## config.mk

```make
export PLATFORM = sky130hd
export DESIGN_NAME = pwm_sync_top
export DESIGN_NICKNAME = d
export VERILOG_FILES = /design/src/rtl/pwm_sync_pkg.sv /design/src/rtl/pwm_sync_prescaler.sv /design/src/rtl/pwm_sync_channel.sv /design/src/rtl/pwm_sync_top.sv
export SDC_FILE = /design/constraint.sdc
export NUM_CORES = 2
export LEC_CHECK = 0
export BUFFER_PORTS_ARGS = -buffer_cell sky130_fd_sc_hd__clkbuf_2
export CAP_MARGIN = 20
export CORE_MARGIN = 3
export CORE_UTILIZATION = 65
export DETAILED_ROUTE_END_ITERATION = 10
export PLACE_DENSITY = 0.84
export SLEW_MARGIN = 5
export SYNTH_ARGS = -nofsm -noshare
export SYNTH_HDL_FRONTEND = slang
export SYNTH_HIERARCHICAL = 1
export SYNTH_SLANG_ARGS = --single-unit
```

## constraint.sdc

```tcl
create_clock -name clk -period 11.3 [get_ports clk]
set_input_delay 0.565 -clock clk [delete_from_list [all_inputs] [get_ports clk]]
set_output_delay 0.565 -clock clk [all_outputs]
set_load 0.05 [all_outputs]
```

## src/rtl/pwm_sync_pkg.sv

```systemverilog
package pwm_sync_pkg;

    localparam logic [7:0] A_CTRL    = 8'h00;
    localparam logic [7:0] A_SCALE   = 8'h04;
    localparam logic [7:0] A_PEND    = 8'h08;
    localparam logic [7:0] A_CAP1    = 8'h0C;
    localparam logic [7:0] A_CAP2    = 8'h10;
    localparam logic [7:0] A_CH_BASE = 8'h20;

    typedef enum logic [1:0] {
        W_PER  = 2'd0,
        W_CMP  = 2'd1,
        W_DCMP = 2'd2,
        W_CTRL = 2'd3
    } ch_word_e;

    typedef enum logic {
        CNT_SAW = 1'b0,
        CNT_TRI = 1'b1
    } cnt_mode_e;

    typedef struct packed {
        logic [5:0] isc;
        logic       on_cmp;
        logic       ien;
        logic [2:0] psel;
        cnt_mode_e  mode;
        logic       inv;
        logic       en;
    } ch_cfg_t;

    function automatic ch_cfg_t cfg_from_word(input logic [31:0] w);
        ch_cfg_t c;
        c.en     = w[0];
        c.inv    = w[1];
        c.mode   = cnt_mode_e'(w[6]);
        c.psel   = w[12:10];
        c.ien    = w[13];
        c.on_cmp = w[14];
        c.isc    = w[20:15];
        return c;
    endfunction

    function automatic logic [31:0] cfg_to_word(input ch_cfg_t c);
        logic [31:0] w;
        w        = '0;
        w[0]     = c.en;
        w[1]     = c.inv;
        w[6]     = c.mode;
        w[12:10] = c.psel;
        w[13]    = c.ien;
        w[14]    = c.on_cmp;
        w[20:15] = c.isc;
        return w;
    endfunction

endpackage

```

## src/rtl/pwm_sync_prescaler.sv

```systemverilog
module pwm_sync_prescaler #(
    parameter int NSC  = 2,
    parameter int SC_W = 16
) (
    input  logic            clk,
    input  logic            rst,
    input  logic            run,
    input  logic            wr_en,
    input  logic [2:0]      wr_idx,
    input  logic [SC_W-1:0] wr_val,
    input  logic [2:0]      rd_idx,
    output logic [SC_W-1:0] rd_val,
    output logic [NSC-1:0]  tick_o
);

    logic [SC_W-1:0] lims [NSC];

    for (genvar g = 0; g < NSC; g++) begin : g_sc
        logic [SC_W-1:0] lim;
        logic [SC_W-1:0] cnt;
        logic            sel;

        assign sel       = wr_en && (wr_idx == 3'(g));
        assign tick_o[g] = run && (cnt >= lim);
        assign lims[g]   = lim;

        always_ff @(posedge clk) begin
            if (rst) begin
                lim <= '1;
                cnt <= '0;
            end else begin
                if (sel) lim <= wr_val;
                if (!run || tick_o[g]) cnt <= '0;
                else                   cnt <= cnt + 1'b1;
            end
        end


        tick_gap_chk: assert property (@(posedge clk) disable iff (rst)
            (tick_o[g] && lim != '0 && !sel) |=> !tick_o[g]);
    end

    always_comb begin
        rd_val = '0;
        for (int k = 0; k < NSC; k++)
            if (rd_idx == 3'(k)) rd_val = lims[k];
    end

endmodule

```

## src/rtl/pwm_sync_channel.sv

```systemverilog
module pwm_sync_channel
    import pwm_sync_pkg::*;
#(
    parameter int NSC   = 2,
    parameter int CNT_W = 16
) (
    input  logic           clk,
    input  logic           rst,
    input  logic           core_en,
    input  logic           hold,
    input  logic [NSC-1:0] tick_in,
    input  logic           wr_en,
    input  logic [1:0]     word,
    input  logic [31:0]    wdata,
    output logic [31:0]    rd_data,
    output logic           pwm_o,
    output logic           evt_o,
    output logic           ien_o
);

    ch_cfg_t          cfg, nc;
    logic [CNT_W-1:0] sh_per, sh_cmp, sh_dcmp;
    logic [CNT_W-1:0] act_per, act_cmp;
    logic [CNT_W-1:0] cnt;
    logic             up;
    logic [5:0]       icnt;
    logic             run, tick, rising, per_hit, cmp_hit, ev;
    logic             unused_wd;

    assign unused_wd = ^wdata[31:21];

    always_comb begin
        tick = 1'b0;
        for (int k = 0; k < NSC; k++)
            if (cfg.psel == 3'(k)) tick = tick_in[k];
    end

    assign run     = core_en && cfg.en;
    assign rising  = (cfg.mode == CNT_SAW) || up;
    assign per_hit = run && tick && rising && (cnt == act_per);
    assign cmp_hit = run && tick && rising && (cnt == act_cmp);
    assign ev      = cfg.on_cmp ? cmp_hit : per_hit;
    assign evt_o   = ev && (icnt >= cfg.isc);
    assign ien_o   = cfg.ien;
    assign pwm_o   = cfg.inv ^ (run && (cnt < act_cmp));

    // control write: polarity and mode are frozen while enabled
    always_comb begin
        nc = cfg_from_word(wdata);
        if (cfg.en) begin
            nc.inv  = cfg.inv;
            nc.mode = cfg.mode;
        end
    end

    always_ff @(posedge clk) begin
        if (rst) begin
            cfg     <= '0;
            sh_per  <= '0;
            sh_cmp  <= '0;
            sh_dcmp <= '0;
            act_per <= '0;
            act_cmp <= '0;
        end else begin
            if (wr_en) begin
                case (ch_word_e'(word))
                    W_PER:   sh_per  <= wdata[CNT_W-1:0];
                    W_CMP:   sh_cmp  <= wdata[CNT_W-1:0];
                    W_DCMP:  sh_dcmp <= wdata[CNT_W-1:0];
                    default: cfg     <= nc;
                endcase
            end
            if (!hold) begin
                act_per <= sh_per;
                act_cmp <= sh_cmp;
            end
        end
    end

    always_ff @(posedge clk) begin
        if (rst || !run) begin
            cnt  <= '0;
            up   <= 1'b1;
            icnt <= '0;
        end else begin
            if (ev) icnt <= (icnt >= cfg.isc) ? 6'd0 : icnt + 6'd1;
            if (tick) begin
                if (cfg.mode == CNT_SAW) begin
                    up  <= 1'b1;
                    cnt <= (cnt >= act_per) ? '0 : cnt + 1'b1;
                end else if (up) begin
                    if (cnt >= act_per) begin
                        up  <= 1'b0;
                        cnt <= (cnt != '0) ? cnt - 1'b1 : '0;
                    end else begin
                        cnt <= cnt + 1'b1;
                    end
                end else if (cnt == '0) begin
                    up  <= 1'b1;
                    cnt <= (act_per != '0) ? CNT_W'(1) : '0;
                end else begin
                    cnt <= cnt - 1'b1;
                end
            end
        end
    end

    always_comb begin
        case (ch_word_e'(word))
            W_PER:   rd_data = 32'(sh_per);
            W_CMP:   rd_data = 32'(sh_cmp);
            W_DCMP:  rd_data = 32'(sh_dcmp);
            default: rd_data = cfg_to_word(cfg);
        endcase
    end


    mode_lock_chk: assert property (@(posedge clk) disable iff (rst)
        cfg.en |=> ($stable(cfg.inv) && $stable(cfg.mode)));


    hold_freeze_chk: assert property (@(posedge clk) disable iff (rst)
        hold |=> ($stable(act_per) && $stable(act_cmp)));

endmodule

```

## src/rtl/pwm_sync_top.sv

```systemverilog
module pwm_sync_top
    import pwm_sync_pkg::*;
#(
    parameter int NCH   = 4,
    parameter int NSC   = 2,
    parameter int CNT_W = 16,
    parameter int SC_W  = 16
) (
    input  logic           clk,
    input  logic           rst,
    input  logic           reg_we,
    input  logic [7:0]     reg_addr,
    input  logic [31:0]    reg_wdata,
    output logic [31:0]    reg_rdata,
    output logic [NCH-1:0] pwm_out,
    output logic           irq
);

    localparam logic [3:0] NCH_B = 4'(NCH);

    logic            core_en;
    logic [2:0]      sc_sel;
    logic [NCH-1:0]  hold;
    logic [NCH-1:0]  pend;
    logic [NCH-1:0]  ch_evt, ch_ien, ch_we;
    logic [NSC-1:0]  ticks;
    logic [SC_W-1:0] sc_rd;
    logic [31:0]     ch_rd [NCH];
    logic [31:0]     ch_rsel, cap1;
    logic [7:0]      off;
    logic            in_ch, unused_off;

    assign off        = reg_addr - A_CH_BASE;
    assign in_ch      = (reg_addr >= A_CH_BASE) && (off[7:4] < NCH_B);
    assign unused_off = ^off[1:0];

    pwm_sync_prescaler #(.NSC(NSC), .SC_W(SC_W)) u_scale (
        .clk    (clk),
        .rst    (rst),
        .run    (core_en),
        .wr_en  (reg_we && reg_addr == A_SCALE),
        .wr_idx (sc_sel),
        .wr_val (reg_wdata[SC_W-1:0]),
        .rd_idx (sc_sel),
        .rd_val (sc_rd),
        .tick_o (ticks)
    );

    for (genvar g = 0; g < NCH; g++) begin : g_ch
        assign ch_we[g] = reg_we && in_ch && (off[6:4] == 3'(g));

        pwm_sync_channel #(.NSC(NSC), .CNT_W(CNT_W)) u_ch (
            .clk     (clk),
            .rst     (rst),
            .core_en (core_en),
            .hold    (hold[g]),
            .tick_in (ticks),
            .wr_en   (ch_we[g]),
            .word    (off[3:2]),
            .wdata   (reg_wdata),
            .rd_data (ch_rd[g]),
            .pwm_o   (pwm_out[g]),
            .evt_o   (ch_evt[g]),
            .ien_o   (ch_ien[g])
        );

        always_ff @(posedge clk) begin
            if (rst) pend[g] <= 1'b0;
            else     pend[g] <= (pend[g] && !(reg_we && reg_addr == A_PEND && reg_wdata[g]))
                                || ch_evt[g];
        end


        pend_clear_chk: assert property (@(posedge clk) disable iff (rst)
            (reg_we && reg_addr == A_PEND && reg_wdata[g] && !ch_evt[g]) |=> !pend[g]);
    end

    always_ff @(posedge clk) begin
        if (rst) begin
            core_en <= 1'b0;
            sc_sel  <= '0;
            hold    <= '0;
        end else if (reg_we && reg_addr == A_CTRL) begin
            core_en <= reg_wdata[0];
            sc_sel  <= reg_wdata[10:8];
            hold    <= reg_wdata[12 +: NCH];
        end
    end

    assign irq = |(pend & ch_ien);

    always_comb begin
        cap1         = '0;
        cap1[2:0]    = 3'(NCH - 1);
        cap1[15:13]  = 3'(NSC - 1);
        ch_rsel      = '0;
        for (int k = 0; k < NCH; k++)
            if (off[6:4] == 3'(k)) ch_rsel = ch_rd[k];
    end

    always_comb begin
        reg_rdata = '0;
        if (in_ch) begin
            reg_rdata = ch_rsel;
        end else begin
            case (reg_addr)
                A_CTRL: begin
                    reg_rdata[0]          = core_en;
                    reg_rdata[10:8]       = sc_sel;
                    reg_rdata[12 +: NCH]  = hold;
                end
                A_SCALE: reg_rdata = 32'(sc_rd);
                A_PEND:  reg_rdata = 32'(pend);
                A_CAP1:  reg_rdata = cap1;
                default: reg_rdata = '0;
            endcase
        end
    end

endmodule

```

==> flow_metrics.tcl <==
set metrics [dict create \
    outcome "completed" \
    clock_skew_ns 0.01644 \
    relSlewSlack 0.1255 \
    cts_hold_buf 0 \
    timing.setup.tns_ns 0 \
    cts_resized 0 \
    slew_viol_final 0 \
    synth_area_um2 31090 \
    cp_slowest_cell "a21oi_1" \
    port-buffer-count 57 \
    synth_ff_type "dfxtp_1" \
    finalNonFillerCells 4356 \
    grt_overflow 0 \
    end_kind "flop" \
    final_area_um2 33290 \
    dp.cells 4246 \
    cts_setup_buffers 0 \
    syn_to_final_growth_pct 7.079 \
    netlist_instances 3787 \
    placed_area_um2 31230 \
    vias_per_cell 6.389 \
    ys_seq_elements 544 \
    fillers 3555 \
    firstDrtPassIters 8 \
    async_reset_ff_frac 0 \
    final_nets 3948 \
    cts-buffers-inserted 57 \
    rsz0062_at_grt "false" \
    coreArea_um2 46850 \
    crit_arrival_ns 5.91 \
    path_depth 13 \
    layout_common_cells "nand2_1, dfxtp_1, a21oi_1" \
    synth_edf_count 0 \
    yosys.area.top_type_share 0.3503 \
    ios 80 \
    worstRegToRegCells 13 \
    cpLargestDelayFamily "simple AND/OR/NAND/NOR gates" \
    holdPathStages 3 \
    cts_sinks 544 \
    ys_top_cells_by_area "dfxtp_1, ha_1, nand2_1" \
    syn_avg_cell_area_um2 8.209 \
    initial_utilization 0.6635 \
    clk_pin_slew_ns 0.07 \
    path_max_fanout 21 \
    vdd_ir_drop_max_uv 127.0 \
    mostFrequentLayoutCell "nand2_1" \
    finalCritPeriodShare 0.4788 \
    report.power.total_mw 4.119 \
    fmax_mhz 184.8 \
    tightest_slew_ns 1.312 \
    fp.dieW_um 224.7 \
    critPathBufInv 2 \
    cp_cell_sequence "inv_1 > ha_1 > nand4_1 > nor3_1 > o311ai_1 > a21oi_1 > mux2i_1 > or3_1 > nor3_1 > nor2b_1 > inv_1 > o21ai_1 > nor2_1" \
    htree_levels 2 \
    clock_latency_ns 0.63 \
    die_area_um2 50490 \
    grt_antenna_before_repair 2 \
    fin_crit_ns 5.411 \
    drcViolationCount 0 \
    powerDensity_nw_per_um2 123.7 \
    drtAntennaViolNets 0 \
    yosysUniqueCellTypes 78 \
    yosys_warnings 6 \
    yosysSeqAreaShare 0.3503 \
    grt_max_degree 144 \
    rows 79 \
    cp-start-kind "flop" \
    grt_pass1_wl_um 138100 \
    wl_per_cell_um 20.14 \
    hold_viol 0 \
    critPathKind "reg -> reg" \
    synth_top_area_cell "dfxtp_1" \
    setup_viol 0 \
    p_leak_nw 12.15 \
    slowest_delay_ns 1.05 \
    grt_pass1_vias 25850 \
    cts_buffer_depth 3 \
    routed_wirelength_um 87720 \
    vias 27830 \
    drtIter0Drc 3422 \
    grtUsageTotal 0.3390 \
    max_cap_violations 0 \
    crit_required_ns 11.80 \
    hp-class "in -> reg" \
    tritoncts "yes" \
    clk_root_buffer_cell "clkbuf_16" \
    dpl.hpwl_um 58980 \
    place_congestion 0.9405 \
    die_y_um 224.7 \
    final_layout_size_suffix_gt1_frac 0.09525 \
]
## layer usage
metal / routed length, µm / global-route usage / vias to the layer above
met5: 7 / 0 / -
met4: 4471 / 0.1599 / 2
met3: 9103 / 0.06212 / 286
met2: 40330 / 0.5495 / 1405
met1: 33800 / 0.4410 / 13180
li1: - / - / 12960
## kinds of logic after synthesis
| logic type | synth area share |
|---|---|
| AOI/OAI and AO/OA | 0.1430 |
| buffers and inverters | 0.06717 |
| adders and majority gates | 0.08210 |
| DFF | 0.3503 |
| other | 0.0004828 |
| muxes | 0.1197 |
| xor gates and xnor gates | 0.02507 |
| and+or+nand+nor | 0.2123 |
## stage by stage
step	hold WS [ns]	setup WS, ns	utilization
finish	0.3001	5.889	0.7105
global route	0.2964	5.672	0.7105
CTS	0.2633	6.073	0.7098
detailed placement	0.4456	6.128	0.6665
global placement	0.4385	6.195	0.6665
floorplan	0.4331	7.268	-
## synth_stat cells (8+ instances only)
master / instances
buf_6: 8
a211oi_1: 13
inv_1: 228
a31oi_1: 34
nor2_1: 313
o21bai_1: 9
nand4_1: 54
nor2_2: 17
clkbuf_1: 167
mux2i_1: 204
mux2_2: 27
nand3b_1: 8
nand2_1: 652
buf_4: 44
nor3_1: 56
buf_1: 28
nor4_1: 37
a22oi_1: 20
o211ai_1: 48
a221oi_1: 8
nor2b_1: 26
a222oi_1: 12
o21ai_0: 113
mux4_2: 61
o22ai_1: 11
and3_1: 45
o311ai_0: 12
or3_1: 19
and2_1: 21
buf_2: 12
ha_1: 204
or2_2: 10
or4_4: 13
xnor2_1: 34
dfxtp_1: 544
a21oi_1: 381
nand3_1: 81
nand2b_1: 13
a21o_1: 19
xor2_1: 55
nor3b_1: 9
## sequential cells by signal, summed over array words and instances (netlist names), 3 cells and up
signal	count
g_ch.u_ch/sh_per	64
g_ch.u_ch/up	4
g_ch.u_ch/sh_cmp	64
g_ch.u_ch/act_per	64
g_ch.u_ch/icnt	24
g_ch.u_ch/sh_dcmp	64
hold	4
g_ch.u_ch/act_cmp	64
sc_sel	3
pend	4
u_scale/g_sc.cnt	32
u_scale/g_sc.lim	32
g_ch.u_ch/cfg	52
g_ch.u_ch/cnt	64
g_ch.u_ch/ien_o	4
## cell type report
class / instances / area (µm²) / area share
clock buffer: 76 / 1630 / 0.04897
clock inverter: 30 / 396.6 / 0.01191
tap: 607 / 759.5 / 0.02281
multi-input combinational: 2792 / 18280 / 0.5492
timing repair buffer: 78 / 465.4 / 0.01398
antenna: 1 / 2.502 / 0.00007517
sequential: 544 / 10900 / 0.3273
inverter: 228 / 855.8 / 0.02571
## power breakdown
part	total (mW)	internal, mW	switching, mW
Clock	2.02	1.20	0.819
Sequential	1.93	1.92	0.00419
Combinational	0.172	0.0414	0.131
Total	4.12	3.16	0.954
## path summary, 6_finish.rpt
path                      startpoint                 endpoint  slack [ns]
min                    reg_wdata[16]      g_ch[2].u_ch/cfg[9]        0.30
min reg2reg  g_ch[2].u_ch/sh_dcmp[8]  g_ch[2].u_ch/sh_dcmp[8]        0.45
max          u_scale/g_sc[0].lim[14]     g_ch[3].u_ch/icnt[2]        5.89
max reg2reg  u_scale/g_sc[0].lim[14]     g_ch[3].u_ch/icnt[2]        5.89
## worst register-to-register path, cell delays in order (launching register included)
cell and delay [ns]:
dfxtp_1 0.32, inv_1 0.10, ha_1 0.31, nand4_1 0.17, nor3_1 0.38, o311ai_1 0.26, a21oi_1 1.05, mux2i_1 0.33
or3_1 0.76, nor3_1 0.43, nor2b_1 0.58, inv_1 0.10, o21ai_1 0.40, nor2_1 0.11
Note: power is estimated with default switching activity, not from simulation.
